[config.mk]
export PLATFORM = sky130hd
export DESIGN_NAME = flash_status_gen
export DESIGN_NICKNAME = d
export VERILOG_FILES = /design/src/rtl/fsw_pkg.sv /design/src/rtl/fsw_ctrl.sv /design/src/rtl/fsw_track.sv /design/src/rtl/fsw_mux.sv /design/src/rtl/flash_status_gen.sv
export SDC_FILE = /design/constraint.sdc
export NUM_CORES = 1
export LEC_CHECK = 0
export BUFFER_PORTS_ARGS = -buffer_cell sky130_fd_sc_hd__buf_2
export CORE_AREA = 2 2 49 51
export CTS_BUF_LIST = sky130_fd_sc_hd__clkbuf_16
export DETAILED_ROUTE_END_ITERATION = 12
export DIE_AREA = 0 0 51 53
export GPL_TIMING_DRIVEN = 0
export SETUP_SLACK_MARGIN = 0.2
export SLEW_MARGIN = 15
export SYNTH_ARGS = -nofsm -noshare
export SYNTH_HDL_FRONTEND = slang
export SYNTH_SLANG_ARGS = --single-unit
[constraint.sdc]
create_clock -name clk -period 5.4 [get_ports clk]
set_input_delay 0.54 -clock clk [delete_from_list [all_inputs] [get_ports clk]]
set_output_delay 0.54 -clock clk [all_outputs]
set_load 0.02 [all_outputs]
[src/rtl/fsw_pkg.sv]
package fsw_pkg;
    typedef enum logic [1:0] {
        ST_IDLE   = 2'd0,
        ST_PROG   = 2'd1,
        ST_ERASE  = 2'd2,
        ST_SETTLE = 2'd3
    } fsw_state_e;
endpackage

[src/rtl/fsw_ctrl.sv]
module fsw_ctrl
    import fsw_pkg::*;
#(
    parameter int SETTLE_CYCLES = 125
) (
    input  logic       clk,
    input  logic       rst_n,
    input  logic       busy,
    input  logic       op_erase,
    output fsw_state_e state_q,
    output logic       launch,
    output logic       in_op
);
    localparam int CNT_W = (SETTLE_CYCLES > 1) ? $clog2(SETTLE_CYCLES) : 1;
    localparam int LOAD  = (SETTLE_CYCLES > 0) ? SETTLE_CYCLES - 1 : 0;
    localparam bit HAS_WINDOW = (SETTLE_CYCLES > 0);

    fsw_state_e state_d;
    logic [CNT_W-1:0] cnt_q;
    logic [CNT_W-1:0] cnt_d;

    // state register
    always_ff @(posedge clk) begin
        if (!rst_n) begin
            state_q <= ST_IDLE;
            cnt_q   <= '0;
        end else begin
            state_q <= state_d;
            cnt_q   <= cnt_d;
        end
    end

    // next state: launch / finish / expire / hold
    always_comb begin
        state_d = state_q;
        cnt_d   = cnt_q;
        unique case (state_q)
            ST_IDLE: begin
                if (busy) state_d = op_erase ? ST_ERASE : ST_PROG;
            end
            ST_PROG, ST_ERASE: begin
                if (!busy) begin
                    state_d = HAS_WINDOW ? ST_SETTLE : ST_IDLE;
                    cnt_d   = CNT_W'(LOAD);
                end
            end
            ST_SETTLE: begin
                if (busy) begin
                    state_d = op_erase ? ST_ERASE : ST_PROG;
                end else if (cnt_q == '0) begin
                    state_d = ST_IDLE;
                end else begin
                    cnt_d = cnt_q - 1'b1;
                end
            end
            default: state_d = ST_IDLE;
        endcase
    end

    // outputs
    always_comb begin
        launch = busy && ((state_q == ST_IDLE) || (state_q == ST_SETTLE));
        in_op  = (state_q == ST_PROG) || (state_q == ST_ERASE);
    end
endmodule

[src/rtl/fsw_track.sv]
module fsw_track (
    input  logic clk,
    input  logic rst_n,
    input  logic launch,
    input  logic in_op,
    input  logic rd_strobe,
    input  logic prog_msb,
    output logic tgl_q,
    output logic poll_ref_q
);
    always_ff @(posedge clk) begin
        if (!rst_n) begin
            tgl_q      <= 1'b0;
            poll_ref_q <= 1'b0;
        end else if (launch) begin
            tgl_q      <= 1'b0;
            poll_ref_q <= prog_msb;
        end else if (in_op && rd_strobe) begin
            tgl_q <= ~tgl_q;
        end
    end
endmodule

[src/rtl/fsw_mux.sv]
module fsw_mux
    import fsw_pkg::*;
#(
    parameter int DATA_W = 8,
    parameter logic [DATA_W-3:0] FILLER = '0
) (
    input  fsw_state_e        state_q,
    input  logic              tgl_q,
    input  logic              poll_ref_q,
    input  logic [DATA_W-1:0] array_data,
    output logic [DATA_W-1:0] rd_data
);
    localparam int LOW_W = DATA_W - 2;

    always_comb begin
        unique case (state_q)
            ST_IDLE:   rd_data = array_data;
            ST_PROG:   rd_data = {~poll_ref_q, tgl_q, array_data[LOW_W-1:0]};
            ST_ERASE:  rd_data = {1'b0, tgl_q, array_data[LOW_W-1:0]};
            ST_SETTLE: rd_data = {array_data[DATA_W-1], tgl_q, FILLER};
            default:   rd_data = array_data;
        endcase
    end
endmodule

[src/rtl/flash_status_gen.sv]
module flash_status_gen
    import fsw_pkg::*;
#(
    parameter int DATA_W = 8,
    parameter int SETTLE_CYCLES = 125,
    parameter logic [DATA_W-3:0] FILLER = 6'b101010
) (
    input  logic              clk,
    input  logic              rst_n,
    input  logic              busy,
    input  logic              op_erase,
    input  logic [DATA_W-1:0] prog_byte,
    input  logic              rd_strobe,
    input  logic [DATA_W-1:0] array_data,
    output logic [DATA_W-1:0] rd_data
);
    fsw_state_e state_q;
    logic launch;
    logic in_op;
    logic tgl_q;
    logic poll_ref_q;

    fsw_ctrl #(.SETTLE_CYCLES(SETTLE_CYCLES)) u_ctrl (
        .clk(clk), .rst_n(rst_n), .busy(busy), .op_erase(op_erase),
        .state_q(state_q), .launch(launch), .in_op(in_op)
    );

    fsw_track u_track (
        .clk(clk), .rst_n(rst_n), .launch(launch), .in_op(in_op),
        .rd_strobe(rd_strobe), .prog_msb(prog_byte[DATA_W-1]),
        .tgl_q(tgl_q), .poll_ref_q(poll_ref_q)
    );

    fsw_mux #(.DATA_W(DATA_W), .FILLER(FILLER)) u_mux (
        .state_q(state_q), .tgl_q(tgl_q), .poll_ref_q(poll_ref_q),
        .array_data(array_data), .rd_data(rd_data)
    );
endmodule

==> results of run 1 <==
[area by class of cell]
| type | count | area [µm²] |
|---|---|---|
| plain buffers | 3 | 11.26 |
| inverters | 5 | 18.77 |
| clock inverters | 1 | 3.754 |
| flip-flops and latches | 11 | 220.2 |
| clock buffers | 3 | 75.07 |
| well taps | 28 | 35.03 |
| repair buffers | 21 | 105.1 |
| multi-input cells | 80 | 569.3 |
| fillers | 217 | 1110 |
[per-layer routing]
metal / share of wire (%) / wire length [µm] / global-route usage, %
met1: 48 / 861 / 18.32
met2: 47 / 831 / 23.38
met3: 4.6 / 82 / 5.932
met4: 0.39 / 7 / 4.054
met5: 0 / 0 / 0
[layout by cell type, fill, tap and decap left out, types with 2 or more instances in the layout]
cell       netlist  layout
a21o_1           3       3
a21o_2           2       2
a21oi_1          5       5
and2_1           6       6
buf_2            0      21
clkbuf_1         3       3
clkbuf_16        0       3
dfxtp_1         11      11
ha_1             7       7
inv_1            5       6
nand2_1          6       6
nand2b_1         3       3
nand3b_1         2       2
nor2_1           9       9
nor2b_1          3       3
nor3_1           2       2
nor3b_1          2       2
o211ai_1         2       2
o21a_1           6       6
o21ai_0          4       4
o311a_1          2       2
o31ai_1          2       2
[worst max-delay path by stage]
stage                      start          to  slack, ps  cells past startpoint
3_5_place_dp   u_ctrl.state_q[0]  rd_data[1]       3280                      5
6_report       u_ctrl.state_q[0]  rd_data[1]       3040                      5
3_3_place_gp   u_ctrl.state_q[0]  rd_data[5]       3330                      5
2_1_floorplan  u_ctrl.state_q[0]  rd_data[6]       3490                      4
4_1_cts        u_ctrl.state_q[0]  rd_data[1]       3020                      5
5_1_grt        u_ctrl.state_q[0]  rd_data[3]       2930                      5
[cells by family (layout without fill, tap and decap cells)]
group	after synthesis	count (layout)	share of synthesized area [%]
and+or+nand+nor	42	42	30.69
adders and majority gates	7	7	10.69
xor gates and xnor gates	1	1	1.069
buffers and inverters	8	33	3.664
DFF	11	11	26.87
AOI/OAI and AO/OA	28	28	24.43
muxes	2	2	2.595
[through the flow]
stage               util, %  std cells  total power [mW]  setup slack [ps]
floorplan                 -         99            0.4169              3492
global placement      44.67        148            0.4987              3327
detailed placement    44.67        148            0.5110              3277
CTS                   48.34        152            0.6490              3023
global route          48.34        152            0.6941              2930
finish                48.34        152            0.6387              3037
[power breakdown]
part,leakage [nW],switching [mW],internal [mW]
registers,0.0901,0.0326,0.110
logic,0.351,0.208,0.154
clock network,0.0423,0.0362,0.0971
total,0.483,0.277,0.361
[sequential cells by signal, summed over array words and instances (netlist names)]
signal	count
u_track.tgl_q	1
u_track.poll_ref_q	1
u_ctrl.cnt_q	7
u_ctrl.state_q	2
[critical path, delay by kind of cell, from the launching register on]
kind | cells | cell delay (ps)
compound gates | 1 | 210
fa+ha+maj | 1 | 290
buf+inv | 2 | 250
flops | 1 | 380
simple gates | 1 | 450
==> impl_metrics.env, run 1 <==
export IMPL_critPathArrivalTime_ps=1820
export IMPL_clk_pin_slew_ps=40
export IMPL_synth_most_common_cell="dfxtp_1"
export IMPL_synth_cells=99
export IMPL_cts_hold_buf=0
export IMPL_grt_max_degree=11
export IMPL_critPathLaunchType="flop"
export IMPL_num_vias=756
export IMPL_synth_area_per_cell_um2=8.278
export IMPL_ant_nets=0
export IMPL_slowest_stage="or3_1"
export IMPL_cts_root_buf="clkbuf_16"
export IMPL_drive_gt1_share_pct=26.61
export IMPL_crit_type="flop to primary output"
export IMPL_cts_max_level=1
export IMPL_r2r_end="u_ctrl.cnt_q[3]"
export IMPL_yosys_top_cells_count="11 x dfxtp_1, 9 x nor2_1, 7 x ha_1"
export IMPL_grt_pass1_vias=672
export IMPL_fin_setup_tns_ps=0
export IMPL_ys_ff_latch=11
export IMPL_antenna_found_initial=0
export IMPL_grt_setup_unrepaired="no"
export IMPL_setup_viol=0
export IMPL_seq_area_frac_synth_pct=26.87
export IMPL_crit_path_end_kind="primary output"
export IMPL_hold_depth=2
export IMPL_r2r_start="u_ctrl.cnt_q[0]"
export IMPL_clkLatencyLatePin_ps=240
export IMPL_dp_hpwl_mm=1.358
export IMPL_async_flop_share_pct=0
export IMPL_path_cells="inv_1, ha_1, or3_1, a21o_1, buf_2"
export IMPL_synth_ff_type="dfxtp_1"
export IMPL_synth_top_area_share_pct=26.87
export IMPL_drc=0
export IMPL_ir_drop_mv=0.2574
export IMPL_p_leak_nw=0.4831
export IMPL_post_route_period_util_pct=43.76
export IMPL_cts_tree="done"
export IMPL_hold_end="u_track.poll_ref_q"
export IMPL_min_from="u_track.poll_ref_q"
export IMPL_design_area_um2=1039
export IMPL_wirelength_mm=1.782
export IMPL_yosysTopAreaCell="dfxtp_1"
export IMPL_placed_area_um2=959.7
export IMPL_timing_fmax_mhz=423.2
export IMPL_overflow=0
export IMPL_r2r_slack_ps=3500
export IMPL_floorplan_initialDensity_pct=38.15
export IMPL_grtUsageTotal_pct=14.72
export IMPL_viasPerCell=4.974
export IMPL_worst_pin_slew_ps=657.4
export IMPL_ys_types=34
export IMPL_clockBufferDepth=2
export IMPL_syn_area_um2=819.5
export IMPL_synth_edf_count=0
export IMPL_dr_pass1_iters=4
export IMPL_fin_worst_skew_ps=0.6634
export IMPL_port_buffers=21
export IMPL_drv_cap=0
export IMPL_status="completed"
export IMPL_yosysWarnings=0
export IMPL_placeableCoreArea_um2=2148
export IMPL_relSlewSlack_pct=56.08
export IMPL_finalMaxSlewViolations=0
export IMPL_r2r_cells=6
export IMPL_cts_buffers=3
export IMPL_p_per_area_nw_per_um2=615.0
export IMPL_ios=29
export IMPL_whs_ps=525.0
export IMPL_period_minus_slack_ps=2363
export IMPL_drt_iter0_markers=11
export IMPL_gp_congestion=0.7322
export IMPL_cts_resized_gates=0
export IMPL_max_stage_delay_ps=450
export IMPL_die_h_um=53
export IMPL_dieWidth_um=51
export IMPL_area_growth_synth_to_final_pct=26.72
export IMPL_diodes=0
export IMPL_critical_path_max_fanout=8
export IMPL_synthTopCellsByArea="dfxtp_1 27%, ha_1 11%, o21a_1 5.5%, and2_1 4.6%, nor2_1 4.1%"
export IMPL_hold_violations=0
export IMPL_layout_nets=153
export IMPL_post_cts_buffers=0
export IMPL_synth_nets=127
export IMPL_post_drt_wl_per_cell_um=11.72
export IMPL_die_area_um2=2703
export IMPL_hold_path_class="flop to flop"
export IMPL_row_count=17
export IMPL_cts_sinks=11
export IMPL_critPathRequiredTime_ps=4860
export IMPL_grt_first_pass_wirelength_mm=2.932
Note: power is estimated with default switching activity, not from simulation.
==> run 2: changes to the inputs <==
- clock period: 5.4 -> 2.2 ns (I/O delays scaled with it)
==> run 2 against run 1 <==
Worst setup slack worse by 2800 ps; non-clock buffer count unchanged; register-to-register slack worse by 3200 ps; combinational power rose to 2.5 times the previous value; sequential power up 150%; core utilization up 0.47 points; wire length up 0.22%; critical endpoint unchanged.
==> impl_metrics.env, run 2 (synthesis results as in run 1) <==
export IMPL_status="completed"
export IMPL_grt_first_pass_wirelength_mm=2.987
export IMPL_final_common_cell="buf_2"
export IMPL_clkLatencyLatePin_ps=240
export IMPL_cts_tree="done"
export IMPL_drt_iter0_markers=12
export IMPL_floorplan_initialDensity_pct=38.15
export IMPL_dieWidth_um=51
export IMPL_post_route_util_pct=48.81
export IMPL_cts_max_level=1
export IMPL_placed_area_um2=959.7
export IMPL_hold_path_class="input pin to flop"
export IMPL_grtUsageTotal_pct=14.96
export IMPL_critical_path_max_fanout=8
export IMPL_dp_cells=148
export IMPL_p_sw_mw=0.6831
export IMPL_crit_path_end_kind="primary output"
export IMPL_critPathArrivalTime_ps=1700
export IMPL_crit_type="flop to primary output"
export IMPL_combinationalPowerShare_pct=57.3
export IMPL_grt_max_degree=11
export IMPL_row_count=17
export IMPL_place_ws_ps=278.7
export IMPL_layout_nets=153
export IMPL_cts_root_buf="clkbuf_16"
export IMPL_period_minus_slack_ps=1917
export IMPL_r2r_cells=6
export IMPL_crit_start="u_ctrl.state_q[1]"
export IMPL_r2r_end="u_ctrl.cnt_q[3]"
export IMPL_grt_setup_unrepaired="no"
export IMPL_post_cts_buffers=0
export IMPL_r2r_start="u_ctrl.cnt_q[0]"
export IMPL_r2r_slack_ps=300
export IMPL_largest_reg_flops=7
export IMPL_cts_buffers=3
export IMPL_cts_hold_buf=0
export IMPL_cts_sinks=11
export IMPL_area_growth_synth_to_final_pct=27.94
export IMPL_clk_pin_slew_ps=40
export IMPL_worstPathBufferInverterCount=2
export IMPL_max_stage_delay_ps=400
export IMPL_p_int_mw=0.9087
export IMPL_dr_pass1_iters=4
export IMPL_drc=0
export IMPL_worst_pin_slew_ps=665.7
export IMPL_hold_violations=0
export IMPL_setup_ws_ps=283.1
export IMPL_min_from="rst_n"
export IMPL_critPathRequiredTime_ps=1980
export IMPL_ir_drop_mv=0.6315
export IMPL_die_h_um=53
export IMPL_ios=29
export IMPL_post_drt_wl_per_cell_um=11.75
export IMPL_fin_worst_skew_ps=0.9336
export IMPL_die_area_um2=2703
export IMPL_fin_setup_tns_ps=0
export IMPL_pwr_share_seq_pct=22.1
export IMPL_p_per_area_nw_per_um2=1518
export IMPL_dp_hpwl_mm=1.358
export IMPL_design_area_um2=1049
export IMPL_hold_depth=2
export IMPL_wirelength_mm=1.786
export IMPL_largest_registers="u_ctrl.cnt_q x7, u_ctrl.state_q x2"
export IMPL_gp_congestion=0.7322
export IMPL_overflow=0
export IMPL_path_cells="inv_1, ha_2, or3_4, a21o_1, buf_2"
export IMPL_post_route_period_util_pct=87.13
export IMPL_fin_cells=152
export IMPL_slowest_stage="or3_4"
export IMPL_finalMaxSlewViolations=0
export IMPL_diodes=0
export IMPL_num_vias=766
export IMPL_viasPerCell=5.039
export IMPL_setup_viol=0
export IMPL_antenna_found_initial=0
export IMPL_p_sw_share_pct=42.92
export IMPL_critPathLaunchType="flop"
export IMPL_grt_pass1_vias=689
export IMPL_regMostFlops="u_ctrl.cnt_q"
export IMPL_relSlewSlack_pct=55.53
export IMPL_hold_end="u_track.poll_ref_q"
export IMPL_whs_ps=217.1
export IMPL_finalPower_mw=1.592
export IMPL_timing_fmax_mhz=521.7
export IMPL_ant_nets=0
export IMPL_port_buffers=21
export IMPL_p_leak_nw=0.4867
export IMPL_drive_gt1_share_pct=29.84
export IMPL_clockBufferDepth=2
export IMPL_clkPwrFrac_pct=20.5
export IMPL_placeableCoreArea_um2=2148
export IMPL_final_cell_mix="21 x buf_2, 10 x dfxtp_1, 9 x nor2_1"
export IMPL_drv_cap=0
export IMPL_cp_top_family="simple AND/OR/NAND/NOR gates"
-- run 2: power by group through the flow --
stage | clock network (mW) | registers, mW | logic [mW]
finish | 0.327 | 0.352 | 0.912
global route | 0.344 | 0.363 | 1.02
CTS | 0.336 | 0.349 | 0.929
detailed placement | 0 | 0.351 | 0.903
global placement | 0 | 0.349 | 0.875
floorplan | 0 | 0.333 | 0.690
-- run 2: layer usage --
layer	track usage (%)	wire length [µm]	vias up
li1	-	-	403
met1	18.49	845	349
met2	24.03	850	12
met3	5.932	82	2
met4	4.054	7	0
met5	0	0	-
-- run 2: area by class of cell --
| type | count | area, µm² |
|---|---|---|
| plain buffers | 3 | 12.51 |
| clock buffers | 3 | 75.07 |
| clock inverters | 1 | 3.754 |
| fillers | 220 | 1100 |
| inverters | 5 | 18.77 |
| multi-input cells | 80 | 576.8 |
| flip-flops and latches | 11 | 221.5 |
| well taps | 28 | 35.03 |
| repair buffers | 21 | 105.1 |
-- run 2: how the worst max path moves through the flow --
stage                 endpoint  cells after the start  slack, ps
3_3_place_gp   u_ctrl.cnt_q[3]                      6        310
5_1_grt        u_ctrl.cnt_q[3]                      6        210
6_report            rd_data[1]                      5        280
4_1_cts             rd_data[1]                      6        220
3_5_place_dp   u_ctrl.cnt_q[3]                      6        280
2_1_floorplan  u_ctrl.cnt_q[3]                      6        470
-- run 2: timing repair --
item,4_1_cts,5_1_grt
gates resized for setup,2,3
endpoints found under the setup margin,6,5
pin swaps,0,0
